$ cat src/rtl/tcam_table.sv
module tcam_table #(
  parameter int KEY_W = 32,
  parameter int DEPTH = 16,
  parameter int IDX_W = 4
) (
  input  logic                        clk,
  input  logic                        rst_n,
  input  logic                        wr_en,
  input  logic [IDX_W-1:0]            wr_idx,
  input  logic [KEY_W-1:0]            wr_value,
  input  logic [KEY_W-1:0]            wr_care,
  input  logic                        wr_valid,
  output logic [DEPTH-1:0][KEY_W-1:0] value_arr,
  output logic [DEPTH-1:0][KEY_W-1:0] care_arr,
  output logic [DEPTH-1:0]            valid_vec
);

  // decoded write select, one wire per entry
  logic [DEPTH-1:0] row_sel;

  for (genvar e = 0; e < DEPTH; e++) begin : g_row
    assign row_sel[e] = wr_en && (wr_idx == IDX_W'(e));

    always_ff @(posedge clk) begin
      if (!rst_n) begin
        value_arr[e] <= '0;
        care_arr[e]  <= '0;
        valid_vec[e] <= 1'b0;
      end else if (row_sel[e]) begin
        value_arr[e] <= wr_value;
        care_arr[e]  <= wr_care;
        valid_vec[e] <= wr_valid;
      end
    end
  end

  // a write lands in the addressed row
  a_r6_write_lands: assert property (@(posedge clk) disable iff (!rst_n)
    wr_en |=> (valid_vec[$past(wr_idx)] == $past(wr_valid)) &&
              (care_arr[$past(wr_idx)] == $past(wr_care)));

  // at most one row is selected per write
  a_r6_single_row: assert property (@(posedge clk) disable iff (!rst_n)
    $onehot0(row_sel));

endmodule

$ cat src/rtl/tcam_compare.sv
module tcam_compare #(
  parameter int KEY_W = 32,
  parameter int DEPTH = 16
) (
  input  logic [DEPTH-1:0][KEY_W-1:0] value_arr,
  input  logic [DEPTH-1:0][KEY_W-1:0] care_arr,
  input  logic [DEPTH-1:0]            valid_vec,
  input  logic [KEY_W-1:0]            key,
  output logic [DEPTH-1:0]            match_vec
);

  // an entry accepts the key unless a cared-for bit differs
  function automatic logic row_accepts(input logic [KEY_W-1:0] val,
                                       input logic [KEY_W-1:0] care,
                                       input logic             vld,
                                       input logic [KEY_W-1:0] k);
    logic [KEY_W-1:0] diff;
    diff = (val ^ k) & care;
    return vld && (diff == '0);
  endfunction

  for (genvar e = 0; e < DEPTH; e++) begin : g_cmp
    assign match_vec[e] = row_accepts(value_arr[e], care_arr[e], valid_vec[e], key);
  end

endmodule

$ cat src/rtl/tcam_prio.sv
module tcam_prio #(
  parameter int DEPTH = 16,
  parameter int IDX_W = 4
) (
  input  logic [DEPTH-1:0] match_vec,
  output logic             win_hit,
  output logic [IDX_W-1:0] win_idx
);

  // scan from the top so the lowest set bit is the last one written
  always_comb begin
    win_idx = '0;
    for (int i = DEPTH - 1; i >= 0; i--) begin
      if (match_vec[i]) win_idx = IDX_W'(i);
    end
  end

  assign win_hit = |match_vec;

endmodule

$ cat src/rtl/tcam_lookup.sv
module tcam_lookup #(
  parameter  int KEY_W = 32,
  parameter  int DEPTH = 16,
  localparam int IDX_W = (DEPTH > 1) ? $clog2(DEPTH) : 1
) (
  input  logic             clk,
  input  logic             rst_n,
  input  logic             wr_en,
  input  logic [IDX_W-1:0] wr_idx,
  input  logic [KEY_W-1:0] wr_value,
  input  logic [KEY_W-1:0] wr_care,
  input  logic             wr_valid,
  input  logic             srch_en,
  input  logic [KEY_W-1:0] srch_key,
  output logic             res_valid,
  output logic             res_hit,
  output logic [IDX_W-1:0] res_idx
);

  logic [DEPTH-1:0][KEY_W-1:0] value_arr;
  logic [DEPTH-1:0][KEY_W-1:0] care_arr;
  logic [DEPTH-1:0]            valid_vec;
  logic [DEPTH-1:0]            match_vec;
  logic                        win_hit;
  logic [IDX_W-1:0]            win_idx;

  tcam_table #(.KEY_W(KEY_W), .DEPTH(DEPTH), .IDX_W(IDX_W)) u_table (
    .clk       (clk),
    .rst_n     (rst_n),
    .wr_en     (wr_en),
    .wr_idx    (wr_idx),
    .wr_value  (wr_value),
    .wr_care   (wr_care),
    .wr_valid  (wr_valid),
    .value_arr (value_arr),
    .care_arr  (care_arr),
    .valid_vec (valid_vec)
  );

  // compare reads the registered table, so a same-cycle write is not seen
  tcam_compare #(.KEY_W(KEY_W), .DEPTH(DEPTH)) u_compare (
    .value_arr (value_arr),
    .care_arr  (care_arr),
    .valid_vec (valid_vec),
    .key       (srch_key),
    .match_vec (match_vec)
  );

  tcam_prio #(.DEPTH(DEPTH), .IDX_W(IDX_W)) u_prio (
    .match_vec (match_vec),
    .win_hit   (win_hit),
    .win_idx   (win_idx)
  );

  always_ff @(posedge clk) begin
    if (!rst_n) begin
      res_valid <= 1'b0;
      res_hit   <= 1'b0;
      res_idx   <= '0;
    end else begin
      res_valid <= srch_en;
      if (srch_en) begin
        res_hit <= win_hit;
        res_idx <= win_idx;
      end
    end
  end

  // bits strictly below a given index
  function automatic logic [DEPTH-1:0] below_mask(input logic [IDX_W-1:0] idx);
    logic [DEPTH-1:0] m;
    for (int i = 0; i < DEPTH; i++) m[i] = (i < int'(idx));
    return m;
  endfunction

  // one result strobe per search, none otherwise
  a_r8_strobe_follows: assert property (@(posedge clk) disable iff (!rst_n)
    srch_en |=> res_valid);
  a_r8_strobe_quiet: assert property (@(posedge clk) disable iff (!rst_n)
    !srch_en |=> !res_valid);

  // any accepting entry gives a hit
  a_r2_hit_reported: assert property (@(posedge clk) disable iff (!rst_n)
    (srch_en && (match_vec != '0)) |=> res_hit);

  // no accepting entry gives a clean miss
  a_r5_clean_miss: assert property (@(posedge clk) disable iff (!rst_n)
    (srch_en && (match_vec == '0)) |=> (!res_hit && (res_idx == '0)));

  // the winner accepts and nothing below it does
  a_r4_lowest_wins: assert property (@(posedge clk) disable iff (!rst_n)
    win_hit |-> (match_vec[win_idx] && ((match_vec & below_mask(win_idx)) == '0)));

  // invalid rows never accept
  a_r7_invalid_silent: assert property (@(posedge clk) disable iff (!rst_n)
    (match_vec & ~valid_vec) == '0);

endmodule

$ cat config.mk
export PLATFORM = sky130hd
export DESIGN_NAME = tcam_lookup
export DESIGN_NICKNAME = d
export VERILOG_FILES = /design/src/rtl/tcam_table.sv /design/src/rtl/tcam_compare.sv /design/src/rtl/tcam_prio.sv /design/src/rtl/tcam_lookup.sv
export SDC_FILE = /design/constraint.sdc
export NUM_CORES = 2
export LEC_CHECK = 0
export CAP_MARGIN = 5
export CELL_PAD_IN_SITES_DETAIL_PLACEMENT = 0
export CELL_PAD_IN_SITES_GLOBAL_PLACEMENT = 2
export CORE_ASPECT_RATIO = 2
export CORE_MARGIN = 2
export CORE_UTILIZATION = 41
export DETAILED_ROUTE_END_ITERATION = 16
export PLACE_DENSITY_LB_ADDON = 0.2
export SLEW_MARGIN = 25
export SYNTH_ARGS = -nofsm -noshare
export SYNTH_HDL_FRONTEND = slang
export SYNTH_SLANG_ARGS = --single-unit
$ cat constraint.sdc
create_clock -name clk -period 3.8 [get_ports clk]
set_input_delay 0.57 -clock clk [delete_from_list [all_inputs] [get_ports clk]]
set_output_delay 0.57 -clock clk [all_outputs]
set_load 0.02 [all_outputs]
; Yosys cells after proc, flatten, opt, wreduce, memory -nomap -nowiden
; Index checks and enable logic that the tools add are counted.
[totals]
output_inout_bits = 6
inputBits = 105
reg_bits = 1046
[classes]
bitwise_logic = 32
eq_ne = 15
mux = 16
reduce_logical = 50
[op_table]
columns = cell, count
row1 = $and A32 B32 Y32, 16
row2 = $logic_not A32 Y1, 16
row3 = $xor A32 B32 Y32, 16
row4 = $mux W4, 16
row5 = $eq A4 B4 Y1 const B, 8
row6 = $logic_and A1 B1 Y1, 32
row7 = $eq A4 B3 Y1 const B, 4
row8 = $reduce_or A16 Y1, 1
row9 = $eq A4 B2 Y1 const B, 2
row10 = $eq A4 B1 Y1 const B, 1
row11 = $logic_not A4 Y1, 1

; Depth between registers and ports, before layout
[logic_depth]
word_depth = 20
mapped_depth = 12
ltp_nobuf = 10

; Cells and area by module
; Synthesis repeated with hierarchy kept, for this count alone.
[hier_totals]
cells_unflattened = 4471
area_unflattened_um2 = 44909.3
[by_module_without_submodules]
columns = mod, instances, seq_area_each_um2, cells_per_inst, area_each_um2
row1 = tcam_table, 1, 20820.0, 3515, 37031.8
row2 = tcam_compare, 1, 0.0, 904, 7480.9
row3 = tcam_lookup, 1, 120.1, 18, 220.2
row4 = tcam_prio, 1, 0.0, 34, 176.4

; Least setup slack after synthesis
; Ideal clock, no wire load.
[synth_timing]
path_kind = in2reg
start = input port srch_key[27]
end = register res_idx[1]
setup_ns = 0.115
required_time_ns = 3.685
arrival_ns = 2.119
path_buffers = 1
slack_ns = 1.566
path_stages = 9
path_cell_list = buf_2 -> xor2_1 -> a22o_1 -> a221oi_1 -> nand4_1 -> o41a_1 -> nand2_1 -> nand2_1 -> and3_1
[synth_between]
elab_chain_len = 20
word_cells_on_any_way = 80
cone_classes = mux: 16 / bitwise: 32 / reduce/logical: 32
[synth_rtl]
columns = element, line
row1 = from (decl), tcam_lookup.sv:14  ; input logic [KEY_W-1:0] srch_key,
row2 = $xor A32 B32 Y32, tcam_compare.sv:18  ; diff = (val ^ k) & care;
row3 = $and A32 B32 Y32, tcam_compare.sv:18
row4 = $logic_not A32 Y1, tcam_compare.sv:19  ; return vld && (diff == '0);
row5 = $logic_and A1 B1 Y1, tcam_compare.sv:19
row6 = $mux W4 (15 in series), tcam_prio.sv:14  ; if (match_vec[i]) win_idx = IDX_W'(i);
row7 = $mux W4 (*), tcam_prio.sv:14
row8 = to (signal assigned), tcam_lookup.sv:64  ; res_idx <= win_idx;
row9 = to (decl), tcam_lookup.sv:17  ; output logic [IDX_W-1:0] res_idx
; Mark *: on every way between the ends. The rest lies on a longest branch, timed or not.
; A chain may end at the register's enable or synchronous reset.

; Worst setup path in the final report
[layout_timing]
start = input port srch_key[29]
end = register res_idx[0]
; Same word-level chain as after synthesis.

==> flow_summary.rst <==
.. list-table::
   :header-rows: 1

   * - Metric
     - Value
   * - Number of nets still failing antenna checks after routing
     - 0
   * - DP HPWL
     - roughly 130000 um
   * - Starting DRT DRC Count
     - approximately 3300
   * - Count of buffers from port buffering
     - between 100 and 150
   * - Sequential-to-total area share from yosys stat
     - a little under half
   * - Kind of start point of the critical path
     - primary input
   * - Power consumption
     - about 23 mW
   * - Critical path cell sequence
     - clkdlybuf4s50_1 -> buf_4 -> xor2_1 -> nand2_1 -> nand4_1 -> nor3_1 -> buf_4 -> nand4_1 -> a22o_1 -> a32oi_1 -> o21ai_1
   * - Root Buffer Master
     - sky130_fd_sc_hd__clkbuf_16
   * - # Post-CTS Setup Buffers
     - 0
   * - Max-cap violations
     - 0
   * - Number of antenna violations at the first check in global routing
     - 6
   * - Worst-case vdd ir drop
     - ~0.36 mV
   * - Max_slew headroom
     - 18.31%
   * - Share of final-layout standard cells stronger than drive strength 1
     - roughly 7.5%
   * - Classification of the worst setup path
     - in2reg
   * - Synthesized instance count
     - about 5700
   * - Average routed wire per standard cell
     - around 29 um
   * - Area growth from synthesis to final layout
     - 12.99%
   * - Area of the core
     - 112100 um^2
   * - Number of levels the H-tree was split into
     - 3
   * - Synthesized area per cell
     - a little over 8 um^2
   * - Final Wtd Congestion
     - ~0.89
   * - CTS tree
     - built
   * - Width of the die
     - around 240 um
   * - Dominant synthesized flop cell
     - sky130_fd_sc_hd__dfxtp_1
   * - Setup repair after global routing missed its margin
     - false
   * - Data arrival time of the critical path
     - around 3.8 ns
   * - Synth Area in XOR/XNOR
     - slightly below 10%
   * - Clock transition at the register clock pins on the worst setup and hold paths after CTS
     - approximately 0.07 ns
   * - Netlist cell types
     - 37
   * - Count leader, synth
     - sky130_fd_sc_hd__nand2_1
   * - Final Max Slew Viols
     - 0
   * - Maximum achievable frequency
     - ~310 MHz
   * - Minimum clock period after layout
     - between 3 and 4 ns
   * - Utilization of the core after routing
     - a little under half
   * - Data required time at the worst endpoint
     - ~4.4 ns
   * - Ratio of final minimum period to clock period
     - between 80% and 90%
   * - Number of flops mapped to enable cells by yosys
     - 0
   * - Vertical die dimension
     - 479.3 um
   * - Number of storage elements in the synthesis netlist
     - between 1000 and 1500
   * - Main combinational cell family by area after synthesis
     - compound AO/OA/AOI/OAI gates
   * - Routed Wire Length
     - slightly above 200000 um
   * - Final setup margin
     - a little over 0.6 ns
   * - Maximum number of pins on one net before global-route repair
     - around 170
   * - Path class of the lowest-slack min-delay path
     - in2reg
   * - Final setup violation count
     - 0
   * - Global-route wire length before repair
     - approximately 290000 um
   * - Dominant cell type by area after synthesis
     - sky130_fd_sc_hd__dfxtp_1
   * - List of most frequent post-synthesis cells
     - 2134 x sky130_fd_sc_hd__nand2_1, 1046 x sky130_fd_sc_hd__dfxtp_1, 1041 x sky130_fd_sc_hd__a21boi_0, 512 x sky130_fd_sc_hd__xor2_1, 393 x sky130_fd_sc_hd__clkbuf_1
   * - Transition at the pin with the smallest max-transition slack
     - roughly 1.2 ns
   * - Multi-input gate area
     - 23300 um^2
   * - Static power due to leakage
     - approximately 19 nW
   * - Capturing element type of the critical path
     - flip-flop
   * - Top cells by area in the synthesized netlist
     - sky130_fd_sc_hd__dfxtp_1 45%, sky130_fd_sc_hd__nand2_1 17%, sky130_fd_sc_hd__a21boi_0 17%
   * - CTS Hold Bufs
     - 0
   * - Combined area of all synthesized cells
     - about 46000 um^2
   * - Layout fillers
     - around 11000
   * - First-pass iteration count of the detailed router
     - 6
   * - Total die area
     - 115800 um^2
   * - Number of warning messages in the yosys log
     - 0
   * - CTS sink cnt
     - 1046
   * - Proportion of netlist area held by the largest area contributor
     - between 40 and 50%
   * - Clock network latency to the later pin of the worst-skew pair
     - 0.73 ns
   * - Net count after synthesis
     - around 5800
   * - Via/cell ratio
     - 5.468
   * - Area share of and/or/nand/nor cells after synthesis
     - a little under a fifth
   * - Layout Nets
     - between 5000 and 6000
   * - Total grt overflow
     - 0
   * - Site row count
     - between 150 and 200
   * - Proportion of register bits with asynchronous set or reset after synthesis
     - 0%
   * - Sequential standard cell area
     - 20940 um^2
   * - I/O pins
     - 111
   * - Total placed instance area
     - between 40000 and 50000 um^2
   * - Starting utilization of the core area
     - 41.31%
   * - Number of buffers inserted during clock tree synthesis
     - between 90 and 100
   * - CP max stage cell
     - sky130_fd_sc_hd__clkdlybuf4s50_1
   * - Total number of vias
     - about 39000
   * - Pwr Density
     - 446.0 nW/um^2
   * - Worst hold slack
     - approximately 0.33 ns
   * - Result of the run
     - complete, no violations
   * - Tot GR Track Use
     - approximately a third
   * - Number of gates resized after cts
     - 0
   * - Critical Path Fanout Max
     - 8
   * - Finished Cell Area
     - around 52000 um^2
   * - Pre-CTS setup slack
     - -0.07773 ns
   * - Via count of the first global-routing pass
     - approximately 38000
   * - Number of remaining DRC errors
     - 0
   * - Area fraction in compound gates after synthesis
     - a little over a fifth
   * - Adder-Cell Fraction of Synth Area
     - 0%
   * - Clock Path Buffers
     - 3
   * - Max incr delay on CP
     - 0.86 ns
   * - Final-report hold violation count
     - 0
   * - Setup clock skew after layout
     - roughly 0.023 ns
   * - Proportion of synthesized area in mux cells
     - 0%
[state kept, by name (all words and copies together), names as in the netlist]
register / cells
res_idx: 4
res_hit: 1
res_valid: 1
u_table.care_arr: 512
u_table.valid_vec: 16
u_table.value_arr: 512
[layer usage]
layer	track usage [%]	vias up	wire length (um)
met4	21.63	0	14420
met1	39.24	19130	77620
li1	-	18140	-
met2	61.17	1168	101200
met5	0	-	0
met3	4.396	387	9815
[worst max-delay path, delay by kind of cell]
kind                      cells  cell delay [ns]
and+or+nand+nor               4             1.12
AOI/OAI and AO/OA             3             0.50
xor gates and xnor gates      1             0.11
buffers and inverters         3             1.47
[path summary, 6_finish.rpt]
path | startpoint | end | slack [ns] | depth (start not counted)
max reg2reg | u_table.value_arr[154] | res_idx[0] | 0.86 | 9
min reg2reg | u_table.care_arr[386] | u_table.care_arr[386] | 0.46 | 2
max | srch_key[29] | res_idx[0] | 0.61 | 11
min | rst_n | u_table.care_arr[358] | 0.33 | 2
[cell usage in the layout (no fill, tap or decap), types with 2 or more instances in the layout]
master,instances
sky130_fd_sc_hd__a21oi_1,4
sky130_fd_sc_hd__clkinv_2,22
sky130_fd_sc_hd__a22o_1,32
sky130_fd_sc_hd__nor2b_1,3
sky130_fd_sc_hd__a21boi_0,1041
sky130_fd_sc_hd__nor2_1,4
sky130_fd_sc_hd__nand2b_1,2
sky130_fd_sc_hd__buf_2,38
sky130_fd_sc_hd__nor3_2,4
sky130_fd_sc_hd__xor2_1,512
sky130_fd_sc_hd__or2_2,2
sky130_fd_sc_hd__nand3_1,3
sky130_fd_sc_hd__nor2_4,12
sky130_fd_sc_hd__inv_6,2
sky130_fd_sc_hd__clkdlybuf4s50_1,69
sky130_fd_sc_hd__nand3_4,4
sky130_fd_sc_hd__and2_1,2
sky130_fd_sc_hd__nand2_1,2122
sky130_fd_sc_hd__clkbuf_2,2
sky130_fd_sc_hd__nand4_1,56
sky130_fd_sc_hd__o21ai_0,2
sky130_fd_sc_hd__buf_12,58
sky130_fd_sc_hd__and3_1,11
sky130_fd_sc_hd__a221oi_1,31
sky130_fd_sc_hd__buf_4,132
sky130_fd_sc_hd__o21ai_1,3
sky130_fd_sc_hd__a222oi_1,16
sky130_fd_sc_hd__clkbuf_1,25
sky130_fd_sc_hd__nor3_1,26
sky130_fd_sc_hd__dfxtp_1,1046
sky130_fd_sc_hd__inv_1,2
sky130_fd_sc_hd__nand2_2,11
sky130_fd_sc_hd__bufinv_16,3
sky130_fd_sc_hd__a22oi_1,165
sky130_fd_sc_hd__clkbuf_16,101
sky130_fd_sc_hd__o211ai_1,2
sky130_fd_sc_hd__diode_2,2
sky130_fd_sc_hd__clkbuf_8,21
[logic make-up after synthesis]
group	count (synthesis)
compound gates	1300
xor+xnor	512
buf+inv	538
flops	1046
simple gates	2267
[metrics by stage]
stage | setup TNS (ns) | instances
2_1_floorplan | 0 | 5663
5_1_grt | 0 | 7100
6_report | 0 | 7101
3_3_place_gp | -0.09528 | 6923
3_5_place_dp | -0.07773 | 6923
4_1_cts | 0 | 7099
[layout make-up]
| cell class | instances | share of cell area (%) |
|---|---|---|
| clock buffer | 147 | 5.561 |
| tap | 1496 | 3.577 |
| sequential | 1046 | 40.01 |
| clock inverter | 29 | 0.4519 |
| multi-input combinational | 4079 | 44.53 |
| antenna | 2 | 0.009564 |
| inverter | 2 | 0.01435 |
| timing repair buffer | 300 | 5.843 |
[power breakdown]
| part | switching (mW) | internal, mW | leakage [nW] | total [mW] |
|---|---|---|---|---|
| clock | 4.53 | 5.48 | 1.57 | 10.0 |
| sequential | 0.0916 | 11.1 | 8.44 | 11.2 |
| combinational | 1.51 | 0.619 | 8.60 | 2.13 |
Note: power is estimated with default switching activity, not from simulation.
